<file path="src/rtl/rstk_pkg.sv">
package rstk_pkg;

   typedef enum logic [1:0] {
      ST_IDLE    = 2'd0,
      ST_CALL_HI = 2'd1,
      ST_RET_HI  = 2'd2,
      ST_RET_END = 2'd3
   } rstk_state_e;

endpackage

</file>
<file path="src/rtl/rstk_ptr.sv">
module rstk_ptr #(
   parameter int DEPTH = 8,
   localparam int SP_W = $clog2(DEPTH)
) (
   input  logic            clk,
   input  logic            rst_n,
   input  logic            inc_i,
   input  logic            dec_i,
   output logic [SP_W-1:0] sp_o,
   output logic [SP_W-1:0] sp_prev_o
);

   logic [SP_W-1:0] sp_q;
   logic [SP_W-1:0] sp_next;

   generate
      if ((1 << SP_W) == DEPTH) begin : g_pow2
         // natural binary wrap
         assign sp_next   = sp_q + SP_W'(1);
         assign sp_prev_o = sp_q - SP_W'(1);
      end else begin : g_mod
         assign sp_next   = (sp_q == SP_W'(DEPTH - 1)) ? '0 : sp_q + SP_W'(1);
         assign sp_prev_o = (sp_q == '0) ? SP_W'(DEPTH - 1) : sp_q - SP_W'(1);
      end
   endgenerate

   always_ff @(posedge clk or negedge rst_n) begin
      if (!rst_n) begin
         sp_q <= '0;
      end else if (inc_i) begin
         sp_q <= sp_next;
      end else if (dec_i) begin
         sp_q <= sp_prev_o;
      end
   end

   assign sp_o = sp_q;

endmodule

</file>
<file path="src/rtl/rstk_addr.sv">
module rstk_addr #(
   parameter int ADDR_W = 6,
   parameter int BASE   = 8,
   parameter int SP_W   = 3
) (
   input  logic [SP_W-1:0]   slot_i,
   input  logic              hi_i,
   output logic [ADDR_W-1:0] addr_o
);

   // each slot spans two consecutive bytes: low half then high half
   assign addr_o = ADDR_W'(BASE) + ADDR_W'({slot_i, hi_i});

endmodule

</file>
<file path="src/rtl/rstk_pack.sv">
module rstk_pack #(
   parameter int PC_W   = 12,
   parameter int DATA_W = 8,
   parameter int STAT_W = 4,
   localparam int PCH_W = PC_W - DATA_W,
   localparam int PAD_W = DATA_W - STAT_W - PCH_W
) (
   input  logic [PC_W-1:0]   pc_i,
   input  logic [STAT_W-1:0] stat_i,
   output logic [DATA_W-1:0] lo_o,
   output logic [DATA_W-1:0] hi_o,
   input  logic [DATA_W-1:0] rd_lo_i,
   input  logic [PCH_W-1:0]  rd_pch_i,
   output logic [PC_W-1:0]   pc_o
);

   assign lo_o = pc_i[DATA_W-1:0];

   generate
      if (PAD_W == 0) begin : g_full
         assign hi_o = {stat_i, pc_i[PC_W-1:DATA_W]};
      end else begin : g_pad
         assign hi_o = {{PAD_W{1'b0}}, stat_i, pc_i[PC_W-1:DATA_W]};
      end
   endgenerate

   // restore only the PC; status bits of the slot are dropped
   assign pc_o = {rd_pch_i, rd_lo_i};

endmodule

</file>
<file path="src/rtl/ram_ret_stack.sv">
module ram_ret_stack
   import rstk_pkg::*;
#(
   parameter int PC_W   = 12,
   parameter int TGT_W  = 11,
   parameter int DATA_W = 8,
   parameter int STAT_W = 4,
   parameter int ADDR_W = 6,
   parameter int DEPTH  = 8,
   parameter int BASE   = 8,
   localparam int SP_W  = $clog2(DEPTH),
   localparam int PCH_W = PC_W - DATA_W,
   localparam int TOP_W = PC_W - TGT_W
) (
   input  logic              clk,
   input  logic              rst_n,
   input  logic              call_i,
   input  logic [TGT_W-1:0]  call_tgt_i,
   input  logic              ret_i,
   input  logic [PC_W-1:0]   pc_i,
   input  logic [STAT_W-1:0] stat_i,
   output logic              busy_o,
   output logic [SP_W-1:0]   sp_o,
   output logic              pc_load_o,
   output logic [PC_W-1:0]   pc_new_o,
   output logic [ADDR_W-1:0] ram_addr_o,
   output logic              ram_we_o,
   output logic [DATA_W-1:0] ram_wdata_o,
   input  logic [DATA_W-1:0] ram_rdata_i
);

   // elaboration-time parameter checks
   generate
      if (DEPTH < 2) begin : g_bad_depth
         $error("ram_ret_stack: DEPTH must be at least 2");
      end
      if (TOP_W < 1) begin : g_bad_tgt
         $error("ram_ret_stack: PC_W must exceed TGT_W");
      end
      if (PCH_W < 1 || STAT_W < 1 || PCH_W + STAT_W > DATA_W) begin : g_bad_pack
         $error("ram_ret_stack: PC high part and status must share one byte");
      end
      if (BASE + 2 * DEPTH > (1 << ADDR_W)) begin : g_bad_window
         $error("ram_ret_stack: stack window exceeds RAM address space");
      end
   endgenerate

   rstk_state_e       state_q;
   logic [SP_W-1:0]   sp;
   logic [SP_W-1:0]   sp_prev;
   logic [SP_W-1:0]   slot_q;
   logic [TGT_W-1:0]  tgt_q;
   logic [TOP_W-1:0]  top_q;
   logic [DATA_W-1:0] hi_q;
   logic [DATA_W-1:0] lo_q;
   logic [SP_W-1:0]   slot_sel;
   logic              hi_sel;
   logic [DATA_W-1:0] pk_lo;
   logic [DATA_W-1:0] pk_hi;
   logic [PC_W-1:0]   up_pc;
   logic              idle;
   logic              unused_rd_bits;

   assign idle           = (state_q == ST_IDLE);
   assign unused_rd_bits = ^ram_rdata_i[DATA_W-1:PCH_W];

   rstk_ptr #(.DEPTH(DEPTH)) u_ptr (
      .clk       (clk),
      .rst_n     (rst_n),
      .inc_i     (state_q == ST_CALL_HI),
      .dec_i     (state_q == ST_RET_END),
      .sp_o      (sp),
      .sp_prev_o (sp_prev)
   );

   rstk_pack #(.PC_W(PC_W), .DATA_W(DATA_W), .STAT_W(STAT_W)) u_pack (
      .pc_i     (pc_i),
      .stat_i   (stat_i),
      .lo_o     (pk_lo),
      .hi_o     (pk_hi),
      .rd_lo_i  (lo_q),
      .rd_pch_i (ram_rdata_i[PCH_W-1:0]),
      .pc_o     (up_pc)
   );

   rstk_addr #(.ADDR_W(ADDR_W), .BASE(BASE), .SP_W(SP_W)) u_addr (
      .slot_i (slot_sel),
      .hi_i   (hi_sel),
      .addr_o (ram_addr_o)
   );

   always_ff @(posedge clk or negedge rst_n) begin
      if (!rst_n) begin
         state_q <= ST_IDLE;
         slot_q  <= '0;
         tgt_q   <= '0;
         top_q   <= '0;
         hi_q    <= '0;
         lo_q    <= '0;
      end else begin
         unique case (state_q)
            ST_IDLE: begin
               if (call_i) begin
                  // call has priority over a simultaneous return
                  state_q <= ST_CALL_HI;
                  slot_q  <= sp;
                  tgt_q   <= call_tgt_i;
                  top_q   <= pc_i[PC_W-1:TGT_W];
                  hi_q    <= pk_hi;
               end else if (ret_i) begin
                  state_q <= ST_RET_HI;
                  slot_q  <= sp_prev;
               end
            end
            ST_CALL_HI: state_q <= ST_IDLE;
            ST_RET_HI: begin
               lo_q    <= ram_rdata_i;
               state_q <= ST_RET_END;
            end
            ST_RET_END: state_q <= ST_IDLE;
            default:    state_q <= ST_IDLE;
         endcase
      end
   end

   always_comb begin
      slot_sel    = sp;
      hi_sel      = 1'b0;
      ram_we_o    = 1'b0;
      ram_wdata_o = pk_lo;
      pc_load_o   = 1'b0;
      unique case (state_q)
         ST_IDLE: begin
            if (call_i) begin
               ram_we_o = 1'b1;
            end else if (ret_i) begin
               slot_sel = sp_prev;
            end
         end
         ST_CALL_HI: begin
            slot_sel    = slot_q;
            hi_sel      = 1'b1;
            ram_we_o    = 1'b1;
            ram_wdata_o = hi_q;
            pc_load_o   = 1'b1;
         end
         ST_RET_HI: begin
            slot_sel = slot_q;
            hi_sel   = 1'b1;
         end
         ST_RET_END: begin
            slot_sel  = slot_q;
            hi_sel    = 1'b1;
            pc_load_o = 1'b1;
         end
         default: begin
            slot_sel = sp;
         end
      endcase
   end

   assign pc_new_o = (state_q == ST_RET_END) ? up_pc : {top_q, tgt_q};
   assign busy_o   = !idle;
   assign sp_o     = sp;

endmodule


</file>
<file path="config.mk">
export PLATFORM = sky130hd
export DESIGN_NAME = ram_ret_stack
export DESIGN_NICKNAME = d
export VERILOG_FILES = /design/src/rtl/rstk_pkg.sv /design/src/rtl/rstk_ptr.sv /design/src/rtl/rstk_addr.sv /design/src/rtl/rstk_pack.sv /design/src/rtl/ram_ret_stack.sv
export SDC_FILE = /design/constraint.sdc
export NUM_CORES = 1
export LEC_CHECK = 0
export ABC_AREA = 1
export ABC_CLOCK_PERIOD_IN_PS = 2750
export BUFFER_PORTS_ARGS = -buffer_cell sky130_fd_sc_hd__buf_4
export CAP_MARGIN = 20
export CORE_MARGIN = 2
export CORE_UTILIZATION = 40
export CTS_BUF_LIST = sky130_fd_sc_hd__clkbuf_4 sky130_fd_sc_hd__clkbuf_8 sky130_fd_sc_hd__clkbuf_16
export CTS_CLUSTER_DIAMETER = 200
export DETAILED_ROUTE_END_ITERATION = 8
export PLACE_DENSITY = 0.67
export SETUP_SLACK_MARGIN = 0.02
export SYNTH_ARGS = -nofsm -noshare
export SYNTH_HDL_FRONTEND = slang
export SYNTH_SLANG_ARGS = --single-unit
</file>
<file path="constraint.sdc">
create_clock -name clk -period 2.75 [get_ports clk]
set_clock_uncertainty 0.2 [all_clocks]
set_input_delay 0.55 -clock clk [delete_from_list [all_inputs] [get_ports clk]]
set_output_delay 0.55 -clock clk [all_outputs]
set_load 0.02 [all_outputs]
</file>
## After elaboration in Yosys (flattened, before gate mapping)

Index checks and enable logic that the tools add are counted.

- Add/sub/neg operators: 3
- Equality and inequality tests: 4
- Mux-type cells: 16
- Reduce and logical (&&, ||, !) cells: 8

Operators with widths:

| operator | number |
|---|---|
| 2-to-1 mux 3 bit | 6 |
| 2-to-1 mux 12 bit | 1 |
| 2-to-1 mux 8 bit | 1 |
| one-hot mux 2 bit (3 select lines) | 1 |
| one-hot mux 3 bit (2 select lines) | 1 |
| adder 4 x 4 -> 5 bit, first input constant | 1 |
| equality test 2 bit, second input constant | 2 |
| 2-to-1 mux 2 bit | 2 |
| AND reduction 2 bit | 2 |
| nonzero test 2 bit | 2 |
| adder 3 x 1 -> 3 bit, second input constant | 1 |
| 2-to-1 mux 1 bit | 3 |
| != test 3 bit, second input constant | 1 |
| OR reduction 3 bit | 1 |
| subtractor 3 x 1 -> 3 bit, second input constant | 1 |
| equality test 2 x 1 -> 1 bit, second input constant | 1 |
| logical NOT 2 bit | 1 |
| one-hot mux 1 bit (2 select lines) | 1 |
| OR reduction 2 bit | 1 |
| logical NOT 1 bit | 1 |

- Register bits: 36
- Bits of input ports: 39
- Output and inout port bits: 32
- Word-level logic and storage cells: 38

## Depth between registers and ports, before layout

- Word-level depth: 5
- Mapped depth: 8
- Depth with buffers taken out: 8

## Hierarchy

Synthesis repeated with hierarchy kept, for this count alone.

- Cells, all modules: 303
- Area total of the unflattened synthesis: 2189.6 sq um

By module, submodules not included:

| module | instances | cells an instance | area an instance (sq um) | seq. area each (sq um) |
|---|---|---|---|---|
| ram_ret_stack | 1 | 240 | 1735.4 | 825.8 |
| rstk_pack | 1 | 28 | 210.2 | 0.0 |
| rstk_ptr | 1 | 28 | 198.9 | 75.1 |
| rstk_addr | 1 | 7 | 45.0 | 0.0 |

## Worst setup path before layout

OpenSTA, ideal clock, no wires.

- Kind: register to output
- From: register u_ptr.sp_q[0], in the netlist u_ptr.sp_o[0]
- To: output port ram_addr_o[4]
- Arrival: 1.388 ns
- Data required time: 2.000 ns
- Setup slack: 0.612 ns
- Stages on the path, launching flop included: 6
- Path buffers: 0
- Cells stage by stage: dfrtp_1 > inv_1 > ha_1 > nand2_1 > nand4_1 > a21oi_1

- Word-level cells in the longest chain between the ends: 5

RTL lines:

| what | RTL line | text |
|---|---|---|
| from (decl) | rstk_ptr.sv:13 | `logic [SP_W-1:0] sp_q;` |
| from (signal assigned) | rstk_ptr.sv:31 | `sp_q <= sp_next;` |
| from (signal assigned) | rstk_ptr.sv:33 | `sp_q <= sp_prev_o;` |
| subtractor 3 x 1 -> 3 bit | rstk_ptr.sv:20 | `assign sp_prev_o = sp_q - SP_W'(1);` |
| 2-to-1 mux 3 bit | ram_ret_stack.sv:136 | `end else if (ret_i) begin` |
| 2-to-1 mux 3 bit * | ram_ret_stack.sv:134 | `if (call_i) begin` |
| one-hot mux 3 bit (2 select lines) * | ram_ret_stack.sv:132 | `unique case (state_q)` |
| adder 4 x 4 -> 5 bit * | rstk_addr.sv:12 | `assign addr_o = ADDR_W'(BASE) + ADDR_W'({slot_i, hi_i});` |
| to (decl) | ram_ret_stack.sv:26 | `output logic [ADDR_W-1:0] ram_addr_o,` |

Mark *: on every way between the ends. The rest lies on a longest branch, timed or not.

## Worst setup path after layout

- From: register state_q[1]
- To: output port pc_new_o[6]

- Word-level cells in the longest chain between the ends: 2

RTL lines:

| what | RTL line | text |
|---|---|---|
| from (decl) | ram_ret_stack.sv:48 | `rstk_state_e state_q;` |
| from (signal assigned) | ram_ret_stack.sv:94 | `state_q <= ST_IDLE;` |
| from (signal assigned) | ram_ret_stack.sv:105 | `state_q <= ST_CALL_HI;` |
| from (signal assigned) | ram_ret_stack.sv:111 | `state_q <= ST_RET_HI;` |
| equality test 2 bit | ram_ret_stack.sv:162 | `assign pc_new_o = (state_q == ST_RET_END) ? up_pc : {top_q, tgt_q};` |
| 2-to-1 mux 12 bit | ram_ret_stack.sv:162 |  |
| to (decl) | ram_ret_stack.sv:25 | `output logic [PC_W-1:0] pc_new_o,` |

Every way passes these cells.

==> flow_summary_export.csv <==
group,metric,value,unit
drt,met1_length,1.984,mm
cells_and_area,mostFrequentLayoutCells,"nand2_1 (111), buf_4 (70), dfrtp_1 (34)",
floorplan,rows,25,
drt,wl_met3,175,microns
floorplan,die_x,73.11,microns
setup_path,crit_path_start_kind,"register",
power_and_ir_drop,vdd_drop_max,0.4748,mV
drt,top_layer_used,"met4",
clock_tree,clkLatencyLatePin,280,ps
global_route,antenna_found_initial,0,
synth,yosysSeqAreaShare,0.4584,
timing,tns,0,ps
timing,setup_viol,0,
timing,rsz0062_at_grt,"no",
timing,hold_violations,0,
cells_and_area,fillers,475,
clock_tree,cts_made_buffers,5,
synth,synth_top_cell_by_area,"dfrtp_1",
timing,fin_crit_sh,0.9004,
cells_and_area,final_common_cell,"nand2_1",
clock_tree,post-cts-setup-buffers,0,
floorplan,io_pins,71,
timing,min_period,2476,ps
global_route,grt_usage,0.1817,
cells_and_area,drive_above_1_share,0.3048,
drt,drc,0,
synth,synth.distinct_cells,26,
floorplan,initial_utilization,0.4099,
drt,ant_nets,0,
synth,synth-seq-cells,35,
drt,num_vias,1735,
global_route,first_global_vias,1678,
cells_and_area,multiInputGateArea,842.1,sq um
synth,yosysWarnings,0,
setup_path,end_kind,"output pin",
global_route,grt_pass1_wl,7.472,mm
cells_and_area,nets,355,
synth,syn_nets,292,
clock_tree,ctsHtreeMaxLevel,2,
clock_tree,ctsHoldBuffers,0,
power_and_ir_drop,finalPower,3.108,mW
synth,synthCells,251,
global_route,grt_max_degree,36,
synth,synth_area,1911,sq um
drt,drt_iter0_markers,82,
drt,drt_wl_total,4.427,mm
placed_design,place.gp.congestion,0.8022,
cells_and_area,syn_to_final_growth,29.93,%
drt,dr_wl_met2,2.206,mm
timing,drv_slew,0,
floorplan,fp.dieArea,5345,sq um
setup_path,cpMostUsedCell,"nand2_1",
placed_design,port-buffer-count,69,
drt,wl_per_cell,12.00,microns
cells_and_area,diodes,0,
setup_path,crit_slowest_cell,"dfrtp_1",
drt,post_drt_via_cell_ratio,4.702,
clock_tree,root_buffer,"clkbuf_8",
setup_path,arrival,1730,ps
setup_path,cp_max_fo,18,
synth,synth_top_area_share,0.4584,
clock_tree,cts_tree,"built",
timing,clock.fmax,0.4039,GHz
clock_tree,clkSlewWorstSetupHoldPaths,70,ps
floorplan,coreArea,4661,sq um
synth,syn_avg_cell_area,7.612,sq um
clock_tree,cts_sinks,35,
outcome,outcome,"complete, no violations",
job,drv_cap,0,
power_and_ir_drop,powerDensity,1252,nW/um^2
drt,dr.pass1.iters,4,
power_and_ir_drop,leakage,1.401,nW
setup_path,rrSetupSlack,1060,ps
synth,ys_top_cells_by_area,"dfrtp_1 (46%), nand2_1 (22%), nand3_1 (6.0%)",
floorplan,die_h,73.11,microns
setup_path,cpPeakStageDelay,600,ps
worst_hold_path,hold_class,"input pin to async pin",
setup_path,critPathKind,"register to output pin",
placed_design,place_hpwl,3.241,mm
clock_tree,clk_path_buf_depth,2,
cells_and_area,seq_area,877.1,sq um
clock_tree,cts_resized,0,
setup_path,path_cells,"nand2_2 > inv_2 > nand2_1 > nand2_1 > buf_4",
global_route,globalRouteOverflowTotal,0,
setup_path,cp.required,2000,ps
[worst paths after layout]
| check | end | cells after the start | start |
|---|---|---|---|
| worst max-delay path | pc_new_o[6] | 5 | state_q[1]$_DFFE_PN0P_ |
| worst min-delay path | hi_q[0]$_DFFE_PN0P_ | 1 | rst_n |
| worst max register to register | hi_q[1]$_DFFE_PN0P_ | 4 | state_q[1]$_DFFE_PN0P_ |
| worst min register to register | tgt_q[3]$_DFFE_PN0P_ | 2 | tgt_q[3]$_DFFE_PN0P_ |
| max in group asynchronous | state_q[0]$_DFFE_PN0P_ | 1 | rst_n |
| min in group clk | tgt_q[3]$_DFFE_PN0P_ | 2 | tgt_q[3]$_DFFE_PN0P_ |
[critical path: cells and delay by family (launching register included)]
kind                   cells  cell delay (ps)
buffers and inverters      2              380
flip-flops                 1              600
AND/OR/NAND/NOR            3              460
[sequential cells by signal, summed over array words and instances, names as in the netlist]
| register | cells |
|---|---|
| u_ptr.sp_o | 3 |
| hi_q | 8 |
| tgt_q | 11 |
| slot_q | 3 |
| lo_q | 8 |
| state_q | 2 |
[metal layers]
| layer | vias up | global-route usage |
|---|---|---|
| li1 | 902 | - |
| met1 | 791 | 0.2337 |
| met2 | 36 | 0.2963 |
| met3 | 6 | 0.04420 |
| met4 | 0 | 0.06584 |
| met5 | - | 0 |
[synthesized netlist by cell type]
| cell type | count |
|---|---|
| a21oi_1 | 4 |
| a21oi_2 | 2 |
| a21oi_4 | 1 |
| buf_2 | 2 |
| buf_4 | 7 |
| buf_6 | 4 |
| clkbuf_1 | 1 |
| conb_1 | 1 |
| dfrtp_1 | 35 |
| ha_1 | 2 |
| inv_1 | 16 |
| inv_2 | 4 |
| inv_4 | 1 |
| nand2_1 | 111 |
| nand2_2 | 5 |
| nand2_4 | 1 |
| nand3_1 | 23 |
| nand4_1 | 1 |
| nor2_1 | 8 |
| nor2_8 | 1 |
| o211ai_1 | 2 |
| o21ai_0 | 14 |
| o21ai_2 | 2 |
| o221ai_1 | 1 |
| xnor2_1 | 1 |
| xor2_1 | 1 |
[cell families (layout without fill, tap and decap cells)]
kind of cell             after synthesis  after routing  share of synthesized area
AO/OA/AOI/OAI                         26             26                    0.08645
other                                  1              1                   0.001963
XOR/XNOR                               2              2                   0.009170
buffers and inverters                 35             99                     0.1008
AND/OR/NAND/NOR                      150            150                     0.3301
flip-flops                            35             35                     0.4584
adder cells (fa/ha/maj)                2              2                    0.01310
[through the flow]
stage | worst slack, ps | hold slack [ps] | instance area (sq um) | util | std cells
5_1_grt | 100.2 | 38.48 | 2482 | 0.5326 | 369
2_1_floorplan | 612.5 | 54.41 | 1911 | - | 251
3_3_place_gp | 543.7 | 253.1 | 2392 | 0.5133 | 361
3_5_place_dp | 510.3 | 258.6 | 2392 | 0.5133 | 361
4_1_cts | 187.4 | 20.28 | 2481 | 0.5323 | 369
6_report | 273.9 | 10.30 | 2482 | 0.5326 | 369
[power by group]
group          switching (mW)  total [mW]  internal (mW)
clock                   0.186       0.373          0.187
sequential              0.198       0.966          0.767
combinational            1.08        1.77          0.690
[cell type report]
class                   instances  share of cell area
inverters                      21             0.03276
well taps                      54             0.02722
clock inverters                 2            0.005040
clock buffers                   6             0.03075
repair buffers                 70              0.2117
flip-flops and latches         35              0.3533
multi-input cells             181              0.3392
Power figures use the tool's default switching activity.
